$ cat src/rtl/sio_irq_pkg.sv
package sio_irq_pkg;

  localparam int NSRC = 4;
  localparam int CODE_W = 3;
  localparam int LVL_W = 2;

  // enable register bit positions (decoded by the channel picker)
  localparam int EN_STAT_BIT = 0;
  localparam int EN_TX_BIT   = 1;
  localparam int EN_VEC_BIT  = 2;
  localparam int EN_RX_LO    = 3;
  localparam int EN_RX_HI    = 4;

  typedef enum logic [LVL_W-1:0] {
    LV_TX   = 2'd0,
    LV_STAT = 2'd1,
    LV_RX   = 2'd2,
    LV_ERR  = 2'd3
  } lvl_e;

  localparam logic [CODE_W-1:0] CODE_IDLE = 3'd7;

  // modes that put the code at bits 4:2
  function automatic logic mode_mid(input logic [2:0] m);
    case (m)
      3'd0, 3'd1, 3'd4, 3'd5, 3'd7: mode_mid = 1'b1;
      default:                      mode_mid = 1'b0;
    endcase
  endfunction

  function automatic logic [CODE_W-1:0] mk_code(input logic is_a, input logic [LVL_W-1:0] lvl);
    mk_code = {is_a, lvl};
  endfunction

endpackage

$ cat src/rtl/sio_chan_pick.sv
module sio_chan_pick
  import sio_irq_pkg::*;
#(
  parameter int EN_W = 8
) (
  input  logic [NSRC-1:0]  src,
  input  logic [EN_W-1:0]  en,
  output logic             elig,
  output logic [LVL_W-1:0] lvl,
  output logic [NSRC-1:0]  win_oh
);

  logic [NSRC-1:0] qual;

  always_comb begin
    qual[LV_ERR]  = src[LV_ERR];
    qual[LV_RX]   = src[LV_RX] & (|en[EN_RX_HI:EN_RX_LO]);
    qual[LV_STAT] = src[LV_STAT] & en[EN_STAT_BIT];
    qual[LV_TX]   = src[LV_TX] & en[EN_TX_BIT];
  end

  // highest index wins
  always_comb begin
    lvl    = '0;
    win_oh = '0;
    for (int i = 0; i < NSRC; i++) begin
      if (qual[i]) begin
        lvl    = LVL_W'(i);
        win_oh = NSRC'(1) << i;
      end
    end
  end

  assign elig = |qual;

endmodule

$ cat src/rtl/sio_vec_fmt.sv
module sio_vec_fmt
  import sio_irq_pkg::*;
#(
  parameter int VEC_W = 8,
  parameter int MID_LSB = 2
) (
  input  logic [VEC_W-1:0]  base,
  input  logic [CODE_W-1:0] code,
  input  logic              code_en,
  input  logic [2:0]        mode,
  output logic [VEC_W-1:0]  vec
);

  localparam logic [VEC_W-1:0] FIELD = VEC_W'((1 << CODE_W) - 1);
  localparam logic [VEC_W-1:0] MID_MASK = ~(FIELD << MID_LSB);
  localparam logic [VEC_W-1:0] LOW_MASK = ~FIELD;

  logic [VEC_W-1:0] code_ext;
  logic             at_mid;

  assign code_ext = VEC_W'(code);
  assign at_mid   = mode_mid(mode);

  always_comb begin
    if (!code_en)
      vec = base;
    else if (at_mid)
      vec = (base & MID_MASK) | (code_ext << MID_LSB);
    else
      vec = (base & LOW_MASK) | code_ext;
  end

endmodule

$ cat src/rtl/sio_svc_ctl.sv
module sio_svc_ctl
  import sio_irq_pkg::*;
#(
  parameter int NCH = 2,
  parameter int VEC_W = 8
) (
  input  logic                 clk,
  input  logic                 rst_n,
  input  logic                 take,
  input  logic                 reti,
  input  logic [NCH-1:0]       win_ch,
  input  logic [NCH*NSRC-1:0]  win_src,
  input  logic [VEC_W-1:0]     vec_in,
  output logic [NCH-1:0]       insvc,
  output logic [VEC_W-1:0]     ack_vec,
  output logic                 ack_vld,
  output logic [NCH*NSRC-1:0]  clr
);

  logic [NCH-1:0] insvc_nx;

  always_comb begin
    insvc_nx = reti ? '0 : insvc;
    if (take) insvc_nx = insvc_nx | win_ch;
  end

  always_ff @(posedge clk or negedge rst_n) begin
    if (!rst_n) begin
      insvc   <= '0;
      ack_vec <= '0;
      ack_vld <= 1'b0;
      clr     <= '0;
    end else begin
      insvc   <= insvc_nx;
      ack_vld <= take;
      clr     <= take ? win_src : '0;
      if (take) ack_vec <= vec_in;
    end
  end

endmodule

$ cat src/rtl/sio_irq_vectoring.sv
module sio_irq_vectoring
  import sio_irq_pkg::*;
#(
  parameter int EN_W = 8,
  parameter int VEC_W = 8
) (
  input  logic             clk,
  input  logic             rst_n,
  input  logic [3:0]       src_a,
  input  logic [3:0]       src_b,
  input  logic [EN_W-1:0]  en_a,
  input  logic [EN_W-1:0]  en_b,
  input  logic [VEC_W-1:0] base_vec,
  input  logic [2:0]       vmode,
  input  logic             ei,
  input  logic             ack,
  input  logic             reti,
  output logic             irq,
  output logic             eo,
  output logic [VEC_W-1:0] vec_now,
  output logic [VEC_W-1:0] ack_vec,
  output logic             ack_vld,
  output logic             ack_pass,
  output logic [3:0]       clr_a,
  output logic [3:0]       clr_b
);

  localparam int NCH = 2;   // index 0 = channel A (higher priority)

  logic [NSRC-1:0]  src_arr [NCH];
  logic [EN_W-1:0]  en_arr  [NCH];
  logic [NCH-1:0]   elig;
  logic [LVL_W-1:0] lvl     [NCH];
  logic [NSRC-1:0]  oh      [NCH];

  assign src_arr[0] = src_a;
  assign src_arr[1] = src_b;
  assign en_arr[0]  = en_a;
  assign en_arr[1]  = en_b;

  for (genvar c = 0; c < NCH; c++) begin : g_ch
    sio_chan_pick #(.EN_W(EN_W)) u_pick (
      .src    (src_arr[c]),
      .en     (en_arr[c]),
      .elig   (elig[c]),
      .lvl    (lvl[c]),
      .win_oh (oh[c])
    );
  end

  // named internal events
  logic                any_elig;
  logic                busy;
  logic                take;
  logic [NCH-1:0]      win_ch;
  logic [NCH*NSRC-1:0] win_src;
  logic [CODE_W-1:0]   win_code;
  logic [NCH-1:0]      insvc;
  logic [NCH*NSRC-1:0] clr_flat;

  assign any_elig = |elig;
  assign busy     = |insvc;

  always_comb begin
    win_ch   = '0;
    win_src  = '0;
    win_code = CODE_IDLE;
    if (!busy) begin
      if (elig[0]) begin
        win_ch[0]            = 1'b1;
        win_src[NSRC-1:0]    = oh[0];
        win_code             = mk_code(1'b1, lvl[0]);
      end else if (elig[1]) begin
        win_ch[1]            = 1'b1;
        win_src[2*NSRC-1:NSRC] = oh[1];
        win_code             = mk_code(1'b0, lvl[1]);
      end
    end
  end

  assign irq      = ei & any_elig & ~busy;
  assign eo       = ei & ~any_elig & ~busy;
  assign take     = ack & irq;
  assign ack_pass = ack & eo;

  sio_vec_fmt #(.VEC_W(VEC_W)) u_fmt (
    .base    (base_vec),
    .code    (win_code),
    .code_en (en_b[EN_VEC_BIT]),
    .mode    (vmode),
    .vec     (vec_now)
  );

  sio_svc_ctl #(.NCH(NCH), .VEC_W(VEC_W)) u_svc (
    .clk     (clk),
    .rst_n   (rst_n),
    .take    (take),
    .reti    (reti),
    .win_ch  (win_ch),
    .win_src (win_src),
    .vec_in  (vec_now),
    .insvc   (insvc),
    .ack_vec (ack_vec),
    .ack_vld (ack_vld),
    .clr     (clr_flat)
  );

  assign clr_a = clr_flat[NSRC-1:0];
  assign clr_b = clr_flat[2*NSRC-1:NSRC];

endmodule

$ cat config.mk
export PLATFORM = sky130hd
export DESIGN_NAME = sio_irq_vectoring
export DESIGN_NICKNAME = d
export VERILOG_FILES = /design/src/rtl/sio_irq_pkg.sv /design/src/rtl/sio_chan_pick.sv /design/src/rtl/sio_vec_fmt.sv /design/src/rtl/sio_svc_ctl.sv /design/src/rtl/sio_irq_vectoring.sv
export SDC_FILE = /design/constraint.sdc
export NUM_CORES = 1
export LEC_CHECK = 0
export BUFFER_PORTS_ARGS = -buffer_cell sky130_fd_sc_hd__clkbuf_2
export CAP_MARGIN = 30
export CORE_MARGIN = 2
export CORE_UTILIZATION = 40
export DETAILED_ROUTE_END_ITERATION = 10
export GPL_TIMING_DRIVEN = 0
export PLACE_DENSITY = 0.78
export SLEW_MARGIN = 40
export SYNTH_ARGS = -nofsm -noshare
export SYNTH_HDL_FRONTEND = slang
export SYNTH_SLANG_ARGS = --single-unit
$ cat constraint.sdc
create_clock -name clk -period 1.9 [get_ports clk]
set_input_delay 0 -clock clk [delete_from_list [all_inputs] [get_ports clk]]
set_output_delay 0 -clock clk [all_outputs]
set_load 0.05 [all_outputs]
# Word level (Yosys, flattened, before mapping)
# Index checks and enable logic that the tools add are counted.
# classes
eq_ne	4
mux	31
n_bitwise	17
n_reduce_logical	8
# op_table
cell	count
$mux W8	4
$mux W4	5
$mux W2	9
$mux W3	5
$and A1 B1 Y1	12
$eq A3 B3 Y1 const B	3
$mux W1	8
$or A8 B3 Y8	1
$or A8 B5 Y8	1
$reduce_or A4 Y1	2
$reduce_or A8 Y1	1
$reduce_or A2 Y1	3
$reduce_or A5 Y1	1
$eq A3 B1 Y1 const B	1
$logic_not A3 Y1	1
$not A1 Y1	2
$or A2 B2 Y2	1
# totals
register_bits	19
in_bits	40
output_inout_bits	28
wordCells	64

# Depth between registers and ports, before layout
# Gate-level depths: netlist of run 1.
# depth
depth_word	10
ltp_mapped	6
ltp_nobuf	6

# Hierarchy
# A second synthesis of run 1 with hierarchy kept.
# unflattened
hier_cells	100
area_unflattened_um2	1147.4
# modules_own_cells
module	instances	cells_per_inst	area_per_inst_um2	seq_area_each_um2
sio_svc_ctl	1	43	693.2	475.5
sio_irq_vectoring	1	24	176.4	0.0
sio_vec_fmt	1	13	140.1	0.0
sio_chan_pick	2	10	68.8	0.0

# Least setup slack after synthesis of run 1
# Ideal clock, no wire load.
# synth_path
kind	reg-to-reg
startpoint	reg u_svc.insvc[1]
endpoint	reg u_svc.ack_vec[0]
setup_time_ns	0.127
t_arrival_ns	1.753
required_ns	1.773
path_slack_ns	0.020
stages_incl_launch_ff	4
n_path_buf	0
synth_period_minus_slack_ns	1.880
path_cell_list	dfrtp_1 -> nor3_4 -> a41oi_1 -> mux2_2
# synth_between
elab_chain_cells	5
elab_cells_between_ends	8
cone_classes	mux (3); bitwise (4); reduce/logical (1)
# synth_lines
item	line_no	source
start, declared	sio_svc_ctl.sv:14	output logic [NCH-1:0] insvc,
start signal, assigned	sio_svc_ctl.sv:34	insvc <= insvc_nx;
$reduce_or A2 Y1	sio_irq_vectoring.sv:62	assign busy = |insvc;
$mux W3	sio_irq_vectoring.sv:68	if (!busy) begin
$or A8 B3 Y8	sio_vec_fmt.sv:30	vec = (base & LOW_MASK) | code_ext;
$mux W8	sio_vec_fmt.sv:27	else if (at_mid)
$mux W8	sio_vec_fmt.sv:25	if (!code_en)
net vec_now[0]	sio_irq_vectoring.sv:20	output logic [VEC_W-1:0] vec_now,
end signal, assigned	sio_svc_ctl.sv:37	if (take) ack_vec <= vec_in;
end, declared	sio_svc_ctl.sv:15	output logic [VEC_W-1:0] ack_vec,
# The timed path passes the listed nets, and every way through them passes these cells.
# A chain may end at the register's enable or synchronous reset.

# Worst setup path in the final report of run 1
# layout_path
startpoint	reg u_svc.insvc[0]
endpoint	out vec_now[4]
# layout_between
elab_chain_cells	5
# layout_lines
item	line_no	source
$reduce_or A2 Y1	sio_irq_vectoring.sv:62	
$mux W3	sio_irq_vectoring.sv:68	
$or A8 B5 Y8	sio_vec_fmt.sv:28	vec = (base & MID_MASK) | (code_ext << MID_LSB);
$mux W8	sio_vec_fmt.sv:27	
$mux W8	sio_vec_fmt.sv:25	
end, declared	sio_irq_vectoring.sv:20	
# Every way passes these cells.

==> metrics.csv, run 1 <==
stage;metric;value;unit
global_routing;largest net degree at the start of global routing;20;
die;die area;2910;sq um
logic_synthesis;largest area contributor in the netlist;dfrtp_1;
logic_synthesis;Synth area leaders;dfrtp_1 (48%), nand2_1 (7.5%), mux2_2 (3.4%);
place;# port buffers;60;
clock_network;Max Root-Sink Buffers;2;
drt;Residual DRC;0;
pwr;NetSw;0.525;mW
pwr;switching portion of total power;42.5;%
logic_synthesis;post-synthesis sequential area ratio;47.6;%
clock_network;Reg clk slew, reported paths;0.10;ns
final_layout;FILL cells;190;
logic_synthesis;synthesized area;998;sq um
final_layout;n_diodes;0;
worst_setup_path;Setup crit start;u_svc.insvc[0];
hold_path;hold crit path type;input pin to flop;
place;DP Wirelength;1.95;mm
worst_setup_path;ordered list of cells on the worst path;nor3_4 > nand3_4 > nand2b_4 > mux2_4 > clkbuf_2;
die;Die Width;54.0;um
worst_setup_path;CP startpoint kind;flop;
logic_synthesis;commonest register cell after synthesis;dfrtp_1;
worst_setup_path;Critical Path End;vec_now[4];
final_layout;Final Instance Area;1550;sq um
logic_synthesis;post-synth cell types;33;
worst_setup_path;Reg-to-Reg End;u_svc.ack_vec[4];
final_layout;Area Overhead vs Synth;55.6;%
drt;initial detailed-routing violation count;17;
worst_setup_path;R2R Setup Slk;0.24;ns
die;Ports;68;
final_layout;most frequent cells in the layout;clkbuf_2 (58), nand2_1 (20), dfrtp_1 (19);
drt;drt pass-1 iters;4;
pwr;Comb pwr share;44.2;%
pwr;Seq pwr share;39.2;%
global_routing;vias in the first global route;958;
sta;# setup viols final;0;
final_layout;commonest non-fill, non-tap cell in the layout;clkbuf_2;
pwr;clock power share;16.7;%
sta;Peak Freq;0.546;GHz
clock_network;worst skew pair latency;0.29;ns
worst_setup_path;CP Class;flop to output pin;
final_layout;layout cells sized above 1;47.3;%
place;Place WS;0.222;ns
clock_network;CTS tree;yes;
sta;worst-margin pin slew;0.461;ns
logic_synthesis;area share of the leading cell type in the synthesized netlist;47.6;%
drt;vias per cell;4.98;
die;Core Rows;18;
drt;final WL;2.64;mm
clock_network;CTS buffer count;3;
worst_setup_path;Worst setup EP type;output pin;
sta;ratio of final minimum period to clock period;96.4;%
sta;final worst slack;0.0678;ns
worst_setup_path;RR Startpoint;u_svc.insvc[0];
drt;final antenna-violating net count;0;
sta;final slew viol count;0;
pwr;maximum VDD drop;0.693;mV
worst_setup_path;Worst EP arrival;1.83;ns
die;overall die height;54.0;um
final_layout;Layout Nets;223;
place;Placed Area;1340;sq um
logic_synthesis;syn_nets;140;
logic_synthesis;Post-synth EDFFs;0;
drt;DR vias;1056;
place;Routability Congestion;0.857;
sta;Rel. slew slack;69.2;%
logic_synthesis;Post-Syn Instances;100;
die;initial cell density of the core;41.4;%
pwr;P per Cell Area;793;nW/um^2
global_routing;first-pass GRT wire length;3.93;mm
sta;clock skew;0.00714;ns
drt;post-DR wirelength/cell;12.4;um
logic_synthesis;Synth Warn #;0;
worst_setup_path;Crit-path slowest cell;dfrtp_1;
clock_network;CTS root buf;clkbuf_4;
sta;final hold violation count;0;
pwr;Static Leakage;0.805;nW
logic_synthesis;share of flip-flops with an asynchronous set or reset;100;%
worst_setup_path;slowest stage delay, CP;0.44;ns
logic_synthesis;mean post-synth cell area;9.98;sq um
die;core area;2410;sq um
logic_synthesis;Synth Register Bits;19;
clock_network;CTS sink cnt;19;
global_routing;initial antenna violation count;0;
global_routing;GR Overflow Total;0;
clock_network;H-tree depth;1;
sta;crit path time final;1.83;ns
worst_setup_path;WP data required;1.90;ns
final_layout;fin util;64.5;%
global_routing;Total GRT Usage;18.8;%
worst_setup_path;CP max FO;5;
outcome;status;finished clean;
worst_setup_path;FF-to-FF path depth;5;
pwr;P_int;0.708;mW
job;maxcap violations;0;
## Yosys cell counts, types with 3 or more instances
library cell,n
nand2_1,20
buf_4,3
nor2_1,7
mux2_2,3
nor2b_1,3
nand3_1,5
nor4_1,3
nor3_1,3
dfrtp_1,19
## sequential cells by signal, indices dropped and copies added (netlist names)
| signal | flops |
|---|---|
| u_svc.clr | 8 |
| u_svc.ack_vec | 8 |
| u_svc.ack_vld | 1 |
| u_svc.insvc | 2 |
## power by group through the flow
stage | clock [mW] | sequential (mW) | combinational [mW]
floorplan | 0 | 0.661 | 0.191
global placement | 0 | 0.489 | 0.492
detailed placement | 0 | 0.492 | 0.503
CTS | 0.208 | 0.483 | 0.528
global route | 0.239 | 0.490 | 0.578
finish | 0.205 | 0.483 | 0.545
## layout make-up
cell class	instances	area [sq um]	share of cell area [%]
multi-input combinational	74	498	32.0
tap	30	37.5	2.42
sequential	19	475	30.6
inverter	3	11.3	0.725
clock buffer	4	26.3	1.69
timing repair buffer	78	478	30.8
buffer	4	27.5	1.77
## stage by stage
step	total power, mW	TNS (ns)	instances	hold WS (ns)
floorplan	0.852	0	100	-0.296
global placement	0.982	0	190	-0.0379
detailed placement	0.995	0	190	-0.0188
CTS	1.22	0	209	0.0131
global route	1.31	-0.0126	212	0.00859
finish	1.23	0	212	0.0123
## worst min path at each step
stage               slack, ns  depth (start not counted)          endpoint  startpoint
floorplan               -0.30                          0  u_svc.ack_vec[0]       rst_n
global placement        -0.04                          1     u_svc.ack_vld       rst_n
detailed placement      -0.02                          1     u_svc.ack_vld       rst_n
CTS                      0.01                          3    u_svc.insvc[0]          ei
global route            0.009                          3    u_svc.insvc[0]          ei
finish                   0.01                          3    u_svc.insvc[0]          ei
## routing by layer
layer / wire [um] / global-route usage [%] / vias up
li1: - / - / 522
met1: 1010 / 23.4 / 491
met2: 1400 / 30.7 / 37
met3: 165 / 3.06 / 6
met4: 58 / 10.3 / 0
met5: 0 / 0 / -
## critical path: cells and delay by family (launching register included)
| kind | cells | cell delay [ns] |
|---|---|---|
| buffers and inverters | 1 | 0.24 |
| muxes | 1 | 0.27 |
| and+or+nand+nor | 3 | 0.61 |
| DFF | 1 | 0.44 |
## timing repair
| action | CTS | global route |
|---|---|---|
| endpoints found under the hold margin | 31 | 0 |
| resized for setup | 0 | 8 |
| setup buffers | 0 | 3 |
| hold buffers | 15 | 0 |
| setup endpoints to repair | 0 | 4 |
## cells by family after synthesis
family                 synth area share [%]
DFF                                    47.6
muxes                                  6.39
buffers and inverters                  3.88
and+or+nand+nor                        28.6
AOI/OAI and AO/OA                      13.5
(Power assumes the default switching activity.)
==> run 2: changes to the inputs <==
--- a/config.mk
+++ b/config.mk
@@ -8,10 +8,10 @@
 export BUFFER_PORTS_ARGS = -buffer_cell sky130_fd_sc_hd__clkbuf_2
 export CAP_MARGIN = 30
 export CORE_MARGIN = 2
-export CORE_UTILIZATION = 40
+export CORE_UTILIZATION = 37
 export DETAILED_ROUTE_END_ITERATION = 10
 export GPL_TIMING_DRIVEN = 0
-export PLACE_DENSITY = 0.78
+export PLACE_DENSITY = 0.76
 export SLEW_MARGIN = 40
 export SYNTH_ARGS = -nofsm -noshare
 export SYNTH_HDL_FRONTEND = slang
==> constraint.sdc (replaced) <==
create_clock -name clk -period 1.5 [get_ports clk]
set_input_delay 0 -clock clk [delete_from_list [all_inputs] [get_ports clk]]
set_output_delay 0 -clock clk [all_outputs]
set_load 0.05 [all_outputs]
==> metrics.csv, run 2 (synthesized netlist as in run 1, its figures left out) <==
stage;metric;value;unit;change
sta;crit path time final;1.72;ns;
clock_network;H-tree depth;1;;unchanged
drt;Residual DRC;0;;unchanged
drt;drt pass-1 iters;4;;unchanged
worst_setup_path;Worst EP arrival;1.72;ns;-0.11 ns
clock_network;CTS buffer count;3;;unchanged
global_routing;Total GRT Usage;19.0;%;+0.28 points
pwr;P per Cell Area;972;nW/um^2;+23%
pwr;Static Leakage;0.851;nW;+5.7%
sta;final slew viol count;0;;unchanged
worst_setup_path;CP delay by family, top;simple AND/OR/NAND/NOR gates;;
outcome;status;finished, violations left;;
final_layout;Final Instance Area;1690;sq um;+8.5%
die;Core Rows;18;;unchanged
drt;post-DR wirelength/cell;15.1;um;+21%
hold_path;hold crit path type;input pin to flop;;
worst_setup_path;ordered list of cells on the worst path;nor3_4 > nand3_4 > nand2b_4 > mux2_4 > buf_8;;
sta;Rel. slew slack;67.4;%;-1.8 points
worst_setup_path;RR Startpoint;u_svc.insvc[0];;
final_layout;layout cells sized above 1;54.6;%;+7.3 points
final_layout;Layout Nets;226;;+1.3%
final_layout;commonest non-fill, non-tap cell in the layout;clkbuf_2;;
worst_setup_path;CP max FO;5;;unchanged
clock_network;CTS tree;yes;;
drt;final WL;3.24;mm;+23%
sta;Min Hold Slack;0.0352;ns;+0.0230 ns
clock_network;CTS root buf;clkbuf_4;;
die;die area;3130;sq um;+7.5%
sta;final hold violation count;0;;unchanged
die;core area;2520;sq um;+4.7%
final_layout;n_diodes;0;;unchanged
die;Ports;68;;unchanged
final_layout;top flop regs;u_svc.ack_vec (8), u_svc.clr (8), u_svc.insvc (2);;
drt;vias per cell;5.19;;+4.1%
clock_network;worst skew pair latency;0.29;ns;about the same
worst_setup_path;WP data required;1.50;ns;-0.40 ns
drt;initial detailed-routing violation count;28;;+11
pwr;Final Power;1.64;mW;+33%
drt;final antenna-violating net count;0;;unchanged
final_layout;fin util;66.9;%;+2.4 points
sta;final worst slack;-0.219;ns;-0.287 ns
place;Place WS;-0.187;ns;-0.409 ns
final_layout;most frequent cells in the layout;clkbuf_2 (52), nand2_1 (19), dfrtp_1 (18);;
place;Routability Congestion;0.829;;-3.3%
sta;Peak Freq;0.582;GHz;
worst_setup_path;Worst setup EP type;output pin;;
global_routing;initial antenna violation count;0;;unchanged
sta;clock skew;0.00171;ns;-0.00543 ns
job;maxcap violations;0;;unchanged
worst_setup_path;crit path buf inv count;1;;unchanged
global_routing;vias in the first global route;1113;;+16%
pwr;maximum VDD drop;0.615;mV;-11%
clock_network;CTS sink cnt;19;;unchanged
die;initial cell density of the core;39.6;%;-1.8 points
die;overall die height;55.9;um;+3.7%
sta;ratio of final minimum period to clock period;115;%;
sta;# setup viols final;17;;+17
place;# port buffers;60;;unchanged
global_routing;largest net degree at the start of global routing;20;;unchanged
worst_setup_path;CP Class;flop to output pin;;
final_layout;Area Overhead vs Synth;68.9;%;
drt;DR vias;1115;;+5.6%
place;DP Wirelength;2.04;mm;+4.5%
place;Placed Area;1350;sq um;+1.1%
sta;RSZ-0062 raised after global routing;yes;;
hold_path;Hold Startpoint;base_vec[1];;
outcome;failing checks;negative setup slack;;
clock_network;Max Root-Sink Buffers;2;;unchanged
global_routing;first-pass GRT wire length;4.73;mm;+20%
die;Die Width;55.9;um;+3.7%
sta;worst-margin pin slew;0.488;ns;+0.0271 ns
clock_network;Reg clk slew, reported paths;0.11;ns;about the same
worst_setup_path;CP startpoint kind;flop;;
worst_setup_path;slowest stage delay, CP;0.47;ns;+0.03 ns
worst_setup_path;Setup crit start;u_svc.insvc[1];;
worst_setup_path;Crit-path slowest cell;dfrtp_2;;
global_routing;GR Overflow Total;0;;unchanged
==> run 2: tightest hold or removal path, stage by stage <==
cell and delay [ns]:
clkbuf_2 0.08, nor2_1 0.13, o31ai_1 0.09
==> run 2: cell type report <==
type	instances	area, sq um
Buffer	4	33.8
Clock buffer	4	26.3
Fill cell	200	836
Inverter	3	11.3
Multi-Input combinational cell	74	554
Sequential cell	19	477
Tap cell	30	37.5
Timing Repair Buffer	81	547
==> run 2: path summary, 6_finish.rpt <==
check / endpoint / slack [ns] / cells after the start
min in group asynchronous: u_svc.ack_vec[2] / 0.20 / 2
hold / removal: u_svc.ack_vec[1] / 0.04 / 3
hold reg to reg: u_svc.ack_vec[5] / 0.49 / 2
setup reg to reg: u_svc.ack_vec[0] / -0.21 / 7
setup / recovery: vec_now[4] / -0.22 / 5
max in group asynchronous: u_svc.insvc[1] / 0.95 / 2
==> run 2: timing repair <==
action,in CTS,in global routing
hold buffers,13,1
pin swaps,2,2
setup buffers,4,2
resized for setup,12,27
endpoints found under the setup margin,9,14
cloned,0,1
hold endpoints to repair,30,1
==> run 2: power breakdown <==
part	switching [mW]	internal [mW]	total [mW]
clock	0.158	0.103	0.261
combinational	0.504	0.262	0.766
sequential	0.0357	0.577	0.612
total	0.698	0.942	1.64
==> run 2: per-stage QoR <==
stage,TNS (ns),instances
after floorplan,-0.393,100
after global placement,-0.359,190
after detailed placement,-0.417,190
after CTS,-0.937,211
after global routing,-2.95,215
final,-1.79,215
==> run 2: routing by layer <==
metal  wire length (um)  track usage (%)  share of wire, %
met2               1690             33.5                52
met1               1210             21.6                37
met4                 91             9.18               2.8
met5                  0                0                 0
met3                249             4.42               7.7
==> run 3: changes to the inputs <==
--- a/config.mk
+++ b/config.mk
@@ -8,11 +8,12 @@
 export BUFFER_PORTS_ARGS = -buffer_cell sky130_fd_sc_hd__clkbuf_2
 export CAP_MARGIN = 30
 export CORE_MARGIN = 2
-export CORE_UTILIZATION = 37
+export CORE_UTILIZATION = 39
 export DETAILED_ROUTE_END_ITERATION = 10
 export GPL_TIMING_DRIVEN = 0
 export PLACE_DENSITY = 0.76
 export SLEW_MARGIN = 40
 export SYNTH_ARGS = -nofsm -noshare
 export SYNTH_HDL_FRONTEND = slang
+export SYNTH_HIERARCHICAL = 1
 export SYNTH_SLANG_ARGS = --single-unit
==> metrics.csv, run 3 <==
stage;metric;value;unit;change
place;placed insts;188;;-1.1%
sta;clock skew;0.00112;ns;-0.000594 ns
sta;final slew viol count;0;;unchanged
worst_setup_path;WP data required;1.50;ns;about the same
global_routing;Total GRT Usage;16.4;%;-2.7 points
die;Ports;68;;unchanged
worst_setup_path;Worst setup EP type;output pin;;
hold_path;hold crit path type;input pin to flop;;
job;maxcap violations;0;;unchanged
sta;worst-margin pin slew;0.443;ns;-0.0454 ns
final_layout;top flop regs;u_svc/ack_vec (8), u_svc/clr (8), u_svc/insvc (2);;
pwr;P per Cell Area;1010;nW/um^2;+3.4%
clock_network;worst skew pair latency;0.28;ns;about the same
final_layout;n_diodes;0;;unchanged
logic_synthesis;synthesized area;1150;sq um;+15%
clock_network;CTS tree;yes;;
die;Core Rows;19;;+1
die;overall die height;58.2;um;+4.1%
drt;vias per cell;4.77;;-8.1%
logic_synthesis;mean post-synth cell area;11.5;sq um;+15%
logic_synthesis;commonest register cell after synthesis;dfrtp_1;;
sta;final worst slack;-0.136;ns;+0.0835 ns
logic_synthesis;Synth Register Bits;19;;unchanged
logic_synthesis;post-synth cell types;29;;-12%
outcome;failing checks;negative setup slack;;
sta;final hold violation count;0;;unchanged
sta;crit path time final;1.64;ns;-0.0835 ns
drt;Residual DRC;0;;unchanged
sta;# setup viols final;7;;-10
sta;ratio of final minimum period to clock period;109;%;-5.6 points
die;initial cell density of the core;41.3;%;+1.7 points
pwr;Static Leakage;0.927;nW;+8.9%
final_layout;Final Instance Area;1750;sq um;+3.6%
final_layout;Area Overhead vs Synth;52.2;%;
logic_synthesis;largest area contributor in the netlist;dfrtp_1;;
final_layout;layout cells sized above 1;63.4;%;+8.8 points
final_layout;commonest non-fill, non-tap cell in the layout;clkbuf_2;;
sta;Min Hold Slack;0.0997;ns;+0.0645 ns
die;core area;2780;sq um;+10%
global_routing;initial antenna violation count;0;;unchanged
logic_synthesis;area share of the leading cell type in the synthesized netlist;41.4;%;-6.2 points
drt;final WL;2.61;mm;-19%
die;die area;3390;sq um;+8.4%
sta;Peak Freq;0.611;GHz;+5.1%
clock_network;Reg clk slew, reported paths;0.10;ns;about the same
pwr;maximum VDD drop;1.14;mV;+86%
logic_synthesis;Synth area leaders;dfrtp_1 (41%), mux2_4 (16%), and2_1 (7.1%);;
worst_setup_path;CP Class;flop to output pin;;
final_layout;non-filler cells, final;206;;-4.2%
sta;RSZ-0062 raised after global routing;yes;;
worst_setup_path;Worst EP arrival;1.64;ns;-0.08 ns
worst_setup_path;CP max FO;4;;-1
global_routing;first-pass GRT wire length;4.24;mm;-10%
place;Place WS;-0.277;ns;-0.0897 ns
logic_synthesis;Post-synth EDFFs;0;;unchanged
clock_network;CTS sink cnt;19;;unchanged
place;# port buffers;57;;-5.0%
global_routing;vias in the first global route;965;;-13%
drt;DR vias;982;;-12%
logic_synthesis;Post-Syn Instances;100;;unchanged
drt;drt pass-1 iters;4;;unchanged
drt;initial detailed-routing violation count;24;;-14%
clock_network;Max Root-Sink Buffers;2;;unchanged
clock_network;H-tree depth;1;;unchanged
worst_setup_path;CP startpoint kind;flop;;
logic_synthesis;Synth Warn #;6;;+6
logic_synthesis;post-synthesis sequential area ratio;41.4;%;-6.2 points
place;Placed Area;1500;sq um;+11%
global_routing;largest net degree at the start of global routing;20;;unchanged
clock_network;CTS buffer count;3;;unchanged
place;Routability Congestion;0.865;;+4.3%
final_layout;fin util;62.8;%;-4.1 points
drt;final antenna-violating net count;0;;unchanged
drt;post-DR wirelength/cell;12.7;um;-16%
clock_network;CTS root buf;clkbuf_4;;
global_routing;GR Overflow Total;0;;unchanged
place;DP Wirelength;1.98;mm;-2.9%
die;Die Width;58.2;um;+4.1%
sta;Rel. slew slack;70.5;%;+3.0 points
logic_synthesis;commonest cells in the netlist;dfrtp_1 (19), and2_1 (13), mux2_4 (12);;
logic_synthesis;syn_nets;140;;unchanged
final_layout;most frequent cells in the layout;clkbuf_2 (49), dfrtp_1 (17), buf_4 (14);;
final_layout;Layout Nets;216;;-4.4%
logic_synthesis;count leader, synth;dfrtp_1;;
outcome;status;finished, violations left;;
logic_synthesis;share of flip-flops with an asynchronous set or reset;100;%;unchanged
-- run 3: cell types whose count changed in the layout (fill, tap and decap cells not counted), sizes merged, moves of 4 or more --
cell,before,now
dlygate4sd3,14,5
mux2,5,12
buf,16,23
clkbuf,59,54
nand2,20,5
and2,2,13
nor3,4,0
nand3,6,2
-- run 3: layout make-up --
| type | instances | area, sq um |
|---|---|---|
| Tap cell | 31 | 38.8 |
| Clock inverter | 1 | 5.00 |
| Inverter | 3 | 11.3 |
| Buffer | 8 | 65.1 |
| Clock buffer | 3 | 22.5 |
| Fill cell | 226 | 1030 |
| Multi-Input combinational cell | 70 | 649 |
| Timing Repair Buffer | 71 | 477 |
| Sequential cell | 19 | 478 |
-- run 3: final timing paths --
path | startpoint | endpoint | slack [ns] | cells past startpoint
worst max-delay path | u_svc/insvc[1] | vec_now[2] | -0.14 | 5
worst min-delay path | base_vec[0] | u_svc/ack_vec[0] | 0.1 | 3
worst max register to register | u_svc/insvc[1] | u_svc/ack_vec[2] | -0.06 | 5
worst min register to register | u_svc/ack_vec[5] | u_svc/ack_vec[5] | 0.52 | 1
max in group asynchronous | rst_n | u_svc/insvc[0] | 0.99 | 2
min in group asynchronous | rst_n | u_svc/clr[6] | 0.18 | 2
-- run 3: what timing repair did --
action                                  4_1_cts  5_1_grt
pin swaps                                     1        2
endpoints found under the setup margin       26       21
hold endpoints to repair                     24        0
gates cloned                                  1        0
resized for setup                            23       11
setup buffers                                 4        4
hold buffers                                  5        0
-- run 3: logic make-up after synthesis --
kind of cell	count (synthesis)	synth area share, %
simple gates	43	25.7
mux	13	16.6
buf+inv	11	6.65
flops	19	41.4
compound gates	14	9.60
-- run 3: per-stage QoR --
step | total power, mW | TNS [ns]
final | 1.76 | -0.508
after global routing | 1.85 | -1.18
after CTS | 1.74 | -0.566
after detailed placement | 1.42 | -2.13
after global placement | 1.40 | -1.62
after floorplan | 1.22 | -0.300
-- run 3: critical path, cell delays in order (launching register included) --
cell and delay [ns]:
dfrtp_2 0.47, nor4b_4 0.32, inv_1 0.10, mux2i_2 0.21, a21oi_4 0.09, buf_8 0.16
-- run 3: power by group --
part / switching [mW] / internal [mW] / leakage [nW] / total [mW]
clock: 0.142 / 0.0990 / 0.0177 / 0.241
sequential: 0.0543 / 0.588 / 0.240 / 0.643
combinational: 0.528 / 0.345 / 0.669 / 0.873
total: 0.724 / 1.03 / 0.927 / 1.76
-- run 3: per-layer routing --
metal / wire, um / share of wire [%] / vias up / GRT usage, %
met2: 1280 / 49 / 40 / 26.8
met3: 171 / 6.6 / 0 / 2.46
li1: - / - / 495 / -
met4: 0 / 0 / 0 / 7.97
met1: 1160 / 44 / 447 / 21.1
met5: 0 / 0 / - / 0
